--- config.mk ---
export PLATFORM = sky130hd
export DESIGN_NAME = pla_array
export DESIGN_NICKNAME = d
export VERILOG_FILES = /design/src/rtl/pla_pkg.sv /design/src/rtl/pla_cfg_store.sv /design/src/rtl/pla_and_plane.sv /design/src/rtl/pla_or_plane.sv /design/src/rtl/pla_array.sv
export SDC_FILE = /design/constraint.sdc
export NUM_CORES = 1
export LEC_CHECK = 0
export ABC_AREA = 0
export BUFFER_PORTS_ARGS = -buffer_cell sky130_fd_sc_hd__buf_4
export CAP_MARGIN = 5
export CORE_ASPECT_RATIO = 0.75
export CORE_MARGIN = 1
export CORE_UTILIZATION = 57
export CTS_CLUSTER_SIZE = 12
export DETAILED_ROUTE_END_ITERATION = 6
export PLACE_DENSITY = 0.75
export SETUP_SLACK_MARGIN = 0.4
export SLEW_MARGIN = 15
export SYNTH_ARGS = -nofsm -noshare
export SYNTH_HDL_FRONTEND = slang
export SYNTH_SLANG_ARGS = --single-unit
--- constraint.sdc ---
create_clock -name clk -period 1.4 [get_ports clk]
set_clock_uncertainty 0.1 [all_clocks]
set_input_delay 0.14 -clock clk [delete_from_list [all_inputs] [get_ports clk]]
set_output_delay 0.14 -clock clk [all_outputs]
set_load 0.05 [all_outputs]
--- src/rtl/pla_pkg.sv ---
package pla_pkg;

    typedef enum logic [1:0] {
        LIT_ANY  = 2'b00,
        LIT_POS  = 2'b01,
        LIT_NEG  = 2'b10,
        LIT_NONE = 2'b11
    } lit_code_e;

    // Contribution of one literal to its product term.
    function automatic logic lit_pass(input lit_code_e code, input logic v);
        logic r;
        case (code)
            LIT_ANY:  r = 1'b1;
            LIT_POS:  r = v;
            LIT_NEG:  r = ~v;
            default:  r = 1'b0;
        endcase
        return r;
    endfunction

    function automatic int idx_width(input int terms);
        return (terms > 1) ? $clog2(terms) : 1;
    endfunction

endpackage

--- src/rtl/pla_cfg_store.sv ---
module pla_cfg_store #(
    parameter int N_IN   = 3,
    parameter int N_TERM = 5,
    parameter int N_OUT  = 4,
    parameter int IDX_W  = 3,
    parameter int LIT_W  = 2 * N_IN,
    parameter int CFG_W  = LIT_W + N_OUT
) (
    input  logic                                clk,
    input  logic                                rst,
    input  logic                                we,
    input  logic [IDX_W-1:0]                    idx,
    input  logic [CFG_W-1:0]                    data,
    output logic [N_TERM-1:0][LIT_W-1:0]        and_cfg,
    output logic [N_TERM-1:0][N_OUT-1:0]        or_cfg
);

    for (genvar t = 0; t < N_TERM; t++) begin : g_term
        logic hit;
        assign hit = we && (idx == IDX_W'(t));

        always_ff @(posedge clk) begin
            if (rst) begin
                and_cfg[t] <= '0;
                or_cfg[t]  <= '0;
            end else if (hit) begin
                and_cfg[t] <= data[LIT_W-1:0];
                or_cfg[t]  <= data[CFG_W-1:LIT_W];
            end
        end
    end

endmodule

--- src/rtl/pla_and_plane.sv ---
module pla_and_plane
    import pla_pkg::*;
#(
    parameter int N_IN   = 3,
    parameter int N_TERM = 5,
    parameter int LIT_W  = 2 * N_IN
) (
    input  logic [N_IN-1:0]                 in_vars,
    input  logic [N_TERM-1:0][LIT_W-1:0]    and_cfg,
    output logic [N_TERM-1:0]               terms
);

    for (genvar t = 0; t < N_TERM; t++) begin : g_term
        always_comb begin
            logic acc;
            acc = 1'b1;
            for (int i = 0; i < N_IN; i++) begin
                acc = acc & lit_pass(lit_code_e'(and_cfg[t][2*i +: 2]), in_vars[i]);
            end
            terms[t] = acc;
        end
    end

endmodule

--- src/rtl/pla_or_plane.sv ---
module pla_or_plane #(
    parameter int N_TERM = 5,
    parameter int N_OUT  = 4
) (
    input  logic [N_TERM-1:0]               terms,
    input  logic [N_TERM-1:0][N_OUT-1:0]    or_cfg,
    output logic [N_OUT-1:0]                outs
);

    for (genvar j = 0; j < N_OUT; j++) begin : g_out
        logic [N_TERM-1:0] column;
        for (genvar t = 0; t < N_TERM; t++) begin : g_col
            assign column[t] = or_cfg[t][j];
        end
        assign outs[j] = |(terms & column);
    end

endmodule

--- src/rtl/pla_array.sv ---
module pla_array
    import pla_pkg::*;
#(
    parameter int N_IN   = 3,
    parameter int N_TERM = 5,
    parameter int N_OUT  = 4,
    parameter int IDX_W  = idx_width(N_TERM),
    parameter int CFG_W  = 2 * N_IN + N_OUT
) (
    input  logic              clk,
    input  logic              rst,
    input  logic              cfg_we,
    input  logic [IDX_W-1:0]  cfg_idx,
    input  logic [CFG_W-1:0]  cfg_data,
    input  logic [N_IN-1:0]   in_vars,
    output logic [N_OUT-1:0]  out_funcs
);

    localparam int LIT_W = 2 * N_IN;

    logic [N_TERM-1:0][LIT_W-1:0] and_cfg;
    logic [N_TERM-1:0][N_OUT-1:0] or_cfg;
    logic [N_TERM-1:0]            terms;

    pla_cfg_store #(
        .N_IN(N_IN), .N_TERM(N_TERM), .N_OUT(N_OUT),
        .IDX_W(IDX_W), .LIT_W(LIT_W), .CFG_W(CFG_W)
    ) store_i (
        .clk(clk), .rst(rst), .we(cfg_we), .idx(cfg_idx), .data(cfg_data),
        .and_cfg(and_cfg), .or_cfg(or_cfg)
    );

    pla_and_plane #(
        .N_IN(N_IN), .N_TERM(N_TERM), .LIT_W(LIT_W)
    ) and_i (
        .in_vars(in_vars), .and_cfg(and_cfg), .terms(terms)
    );

    pla_or_plane #(
        .N_TERM(N_TERM), .N_OUT(N_OUT)
    ) or_i (
        .terms(terms), .or_cfg(or_cfg), .outs(out_funcs)
    );

endmodule

# Yosys cells after proc, flatten, opt, wreduce, memory -nomap -nowiden

Cells that the tools add are included.

Flip-flop bits (word level): 50
Input bits: 19
Output and inout port bits: 4
Logic and storage cells: 101

Eq/ne operators: 34
Multiplexer cells: 15
Bitwise operators: 17
Reduce and logical (&&, ||, !) cells: 25

Operators with widths:

| kind                                                 | number |
|---|---|
| one-hot mux 1 bit (3 select lines)                   | 15 |
| equality test 2 x 1 -> 1 bit (second input constant) | 15 |
| equality test 2 bit (second input constant)          | 15 |
| zero test 2 bit                                      | 15 |
| AND 5 bit                                            | 4 |
| OR reduction 5 bit                                   | 4 |
| AND 1 bit                                            | 10 |
| equality test 3 x 2 -> 1 bit (second input constant) | 2 |
| logical AND 1 bit                                    | 5 |
| equality test 3 x 1 -> 1 bit (second input constant) | 1 |
| equality test 3 bit (second input constant)          | 1 |
| zero test 3 bit                                      | 1 |
| inverter 1 bit                                       | 3 |

# Longest topological paths before layout

Depth in word-level cells: 6
Depth in mapped cells: 6
Gate-level depth less buffers: 4

# By module

From an unflattened synthesis, not the netlist that was laid out.

Cell total of the unflattened synthesis: 220
Area total of the unflattened synthesis: 2358.5 um2

By module, submodules not included:

| module        | instances | cells an instance | area an instance (um2) | seq. area each (um2) |
|---|---|---|---|---|
| pla_cfg_store | 1         | 180               | 2020.7                 | 1001.0 |
| pla_and_plane | 1         | 28                | 252.7                  | 0.0 |
| pla_or_plane  | 1         | 12                | 85.1                   | 0.0 |

# Worst setup path before layout

OpenSTA, ideal clock, no wires.

Path type: reg-to-output
From: reg store_i.and_cfg[28] (netlist name)
To: out out_funcs[0]
Data arrival time: 1344 ps
Required time: 1160 ps
Slack: -184 ps
Cell stages (with the launch flop): 5
Buffers on the path: 0
Cells stage by stage: dfxtp_1 -> mux2_4 -> a211oi_4 -> a32oi_1 -> nand3_1

Word-level cells in the longest chain between the ends: 5
Elaborated cells on any way between the ends: 7
Those cells by class: 2 x eq/ne; 1 x mux; 2 x bitwise; 2 x reduce/logical

Ends and longest elaborated chain:

| item                                              | RTL line            | source |
|---|---|---|
| start, declared                                   | pla_cfg_store.sv:14 | `output logic [N_TERM-1:0][LIT_W-1:0] and_cfg,` |
| start signal, assigned by index                   | pla_cfg_store.sv:27 | `and_cfg[t] <= data[LIT_W-1:0];` |
| equality test 2 bit, or another cell as far along | pla_pkg.sv:13       | `case (code)` |
| one-hot mux 1 bit (3 select lines) *              | pla_pkg.sv:13       |  |
| AND 1 bit *                                       | pla_and_plane.sv:18 | `acc = acc & lit_pass(lit_code_e'(and_cfg[t][2*i +: 2]), in_vars[i]);` |
| AND 5 bit *                                       | pla_or_plane.sv:15  | `assign outs[j] = \|(terms & column);` |
| OR reduction 5 bit *                              | pla_or_plane.sv:15  |  |
| end, declared                                     | pla_array.sv:16     | `output logic [N_OUT-1:0] out_funcs` |

Mark *: on every way between the ends. The rest lies on a longest branch, timed or not.

# Worst setup path in the final report

From: reg store_i.and_cfg[28] (netlist name)
To: out out_funcs[3]

Same word-level chain as after synthesis.

==> flow_summary.ini <==
[die]
initial_core_util_pct = 61.7
coreArea_mm2 = 0.00338
fp.dieW_um = 71.8
die_area_mm2 = 0.00391
fp.dieH_um = 54.4
core.rowCount = 18
io_pins = 23

[final_layout]
final-seq-area_mm2 = 0.00100
fin_nets = 311
diodes = 0
num-fill-cells = 247
final_cells = 332
multi_input_comb_area_mm2 = 0.00113
mostFrequentLayoutCells = nand2_1, a21oi_1, dfxtp_1, buf_4, mux2i_1
drive_gt1_share_pct = 21.2
area_delta_synth_final_pct = 24.1
final_common_cell = nand2_1

[synth]
synthDistinctLibCells = 21
synth_top_family_by_area = simple AND/OR/NAND/NOR gates
synth_simple_gate_area_share_pct = 25.0
synth_top_area_share_pct = 48.0
syn-num-nets = 282
synth_compound_area_share_pct = 16.7
synth.area.top_cells = dfxtp_1, nand2_1, a21oi_1
synth_area_mm2 = 0.00208
synth.ff_latch_count = 50
syn_area_per_cell_um2 = 7.93
ys_seq_area_share_pct = 48.0
yosysTopAreaCell = dfxtp_1
yosys.area_share.adder_pct = 0
synth_xor_xnor_area_share_pct = 0
yosysWarnings = 0
synth_mux_area_share_pct = 6.72
synth_cells = 263

[timing]
hold_ws_ns = 0.0171
period_needed_ns = 1.90
rsz0062_at_grt = true
worstMarginPinSlew_ns = 0.499
period_share_pct = 136
relSlewSlack_pct = 66.7
hold_viol_final = 0
setup_viol = 4
drv_slew = 0
fin_ws_ns = -0.499
timing.fmax_mhz = 526
tns_ns = -1.94

[pwr]
power_density_mw_per_mm2 = 1000
leakagePower_nw = 0.949
peakVddDrop_v = 0.000833

[job]
max-cap-violations = 0

[clock_network]
cts_made_buffers = 5
insertion_delay_ns = 0.29
cts_sinks = 50
clk_path_buf_depth = 2
hold_buffers = 0
cts_tree = done
cts_root_buf = clkbuf_8
clk_pin_slew_ns = 0.08
h-tree-depth = 2

[worst_setup_path]
worstPathCellList = mux2_4, a211oi_4, buf_4, a32oi_4, nand3_4, buf_8
r2r_cells = 2
cp_data_arrival_time_ns = 1.66
criticalPathCategory = flop to output pin
crit_end = out_funcs[3]
cp.required_ns = 1.16
cpLargestDelayFamily = compound AO/OA/AOI/OAI gates
r2r_setup_slack_ns = 0.61
crit_fanout = 2
r2r-end = store_i.or_cfg[2]$_SDFFE_PP0P_
critPathLaunch = store_i.and_cfg[28]$_SDFFE_PP0P_
end_kind = output pin
crit_path_start_kind = flop
worst-path-buf-inv = 2
slowest_delay_ns = 0.33
cp_slowest_cell = dfxtp_2
cp.depth = 6
r2r-start = store_i.or_cfg[2]$_SDFFE_PP0P_

[place]
io_buffers = 22
placed_cells = 320
gp_congestion = 0.848
dp_hpwl_mm = 3.44

[worst_hold_path]
hold_path_depth = 3
hp-class = input pin to flop

[outcome]
outcome = complete, but fails checks
violations = setup timing

[grt]
grt_max_degree = 51
grt_pass1_wl_mm = 7.64
grt_pass1_vias = 1525
overflow = 0
antenna_found_initial = 0
grt_use_total_pct = 26.8

[detailed_routing]
drc = 0
drt_iter0_drc = 191
wire_per_inst_um = 15.4
first_pass_iters = 4
routed_wl_mm = 5.10
vias = 1874
via_per_inst = 5.64
antenna_left = 0
[logic make-up (layout without fill, tap and decap cells)]
family	count (synthesis)	after routing
AO/OA/AOI/OAI	60	60
multiplexers	13	13
AND/OR/NAND/NOR	125	125
buffers and inverters	15	44
flip-flops	50	50
[sequential cells by signal, summed over array words and instances, names as in the netlist]
register,count
store_i.and_cfg,30
store_i.or_cfg,20
[worst min path at each step]
stage / from / to / slack [ns]
6_report: cfg_data[1] / store_i.and_cfg[1]$_SDFFE_PP0P_ / 0.02
5_1_grt: cfg_data[9] / store_i.or_cfg[19]$_SDFFE_PP0P_ / 0.01
4_1_cts: cfg_data[8] / store_i.or_cfg[14]$_SDFFE_PP0P_ / 0.02
3_5_place_dp: cfg_data[8] / store_i.or_cfg[14]$_SDFFE_PP0P_ / 0.33
3_3_place_gp: cfg_data[8] / store_i.or_cfg[2]$_SDFFE_PP0P_ / 0.33
2_1_floorplan: cfg_data[0] / store_i.and_cfg[18]$_SDFFE_PP0P_ / 0.18
[routing by layer]
metal | part of all wire, % | vias to the layer above | GRT usage (%)
li1 | - | 937 | -
met1 | 48 | 876 | 38.2
met2 | 45 | 54 | 41.8
met3 | 6.5 | 7 | 4.97
met4 | 1.2 | 0 | 7.84
met5 | 0 | - | 0
[cell type report]
class                   count  share of cell area, %
repair buffers             37                   12.5
clock buffers               7                   2.95
flip-flops and latches     50                   38.8
multi-input cells         198                   43.8
well taps                  40                   1.94
[cells in the mapped netlist (all sizes together)]
master	count
mux2i	11
buf	9
nor2	1
dfxtp	50
nand3	10
and3	5
and3b	2
a32oi	4
mux2	2
a21oi	50
a22oi	4
a211oi	2
clkbuf	6
and2	1
nor2b	3
nand3b	2
nand2	101
[per-stage QoR]
| step | setup WS [ns] | power [mW] | util, % | area, um^2 |
|---|---|---|---|---|
| 2_1_floorplan | 0.0139 | 1.69 | - | 2180 |
| 3_3_place_gp | -0.195 | 1.80 | 70.2 | 2370 |
| 3_5_place_dp | -0.221 | 1.81 | 70.2 | 2370 |
| 4_1_cts | -0.469 | 2.57 | 73.0 | 2470 |
| 5_1_grt | -0.529 | 2.69 | 76.6 | 2590 |
| 6_report | -0.499 | 2.60 | 76.6 | 2590 |
[worst min-delay path, cell delays in order]
cell and delay, ns:
buf_4 0.13, nand2_1 0.05, a21oi_1 0.05
[where the power goes]
group          switching [mW]  total, mW  internal, mW
clock                   0.440      0.785         0.345
sequential             0.0175       1.47          1.45
combinational           0.199      0.345         0.146
total                   0.656       2.60          1.94
[repair_timing]
item	CTS	global route
gates resized for setup	5	14
hold endpoints to repair	0	0
pin swaps	2	7
endpoints found under the setup margin	16	15
buffers inserted	0	5
No activity file was read; power rests on OpenSTA's default activity.
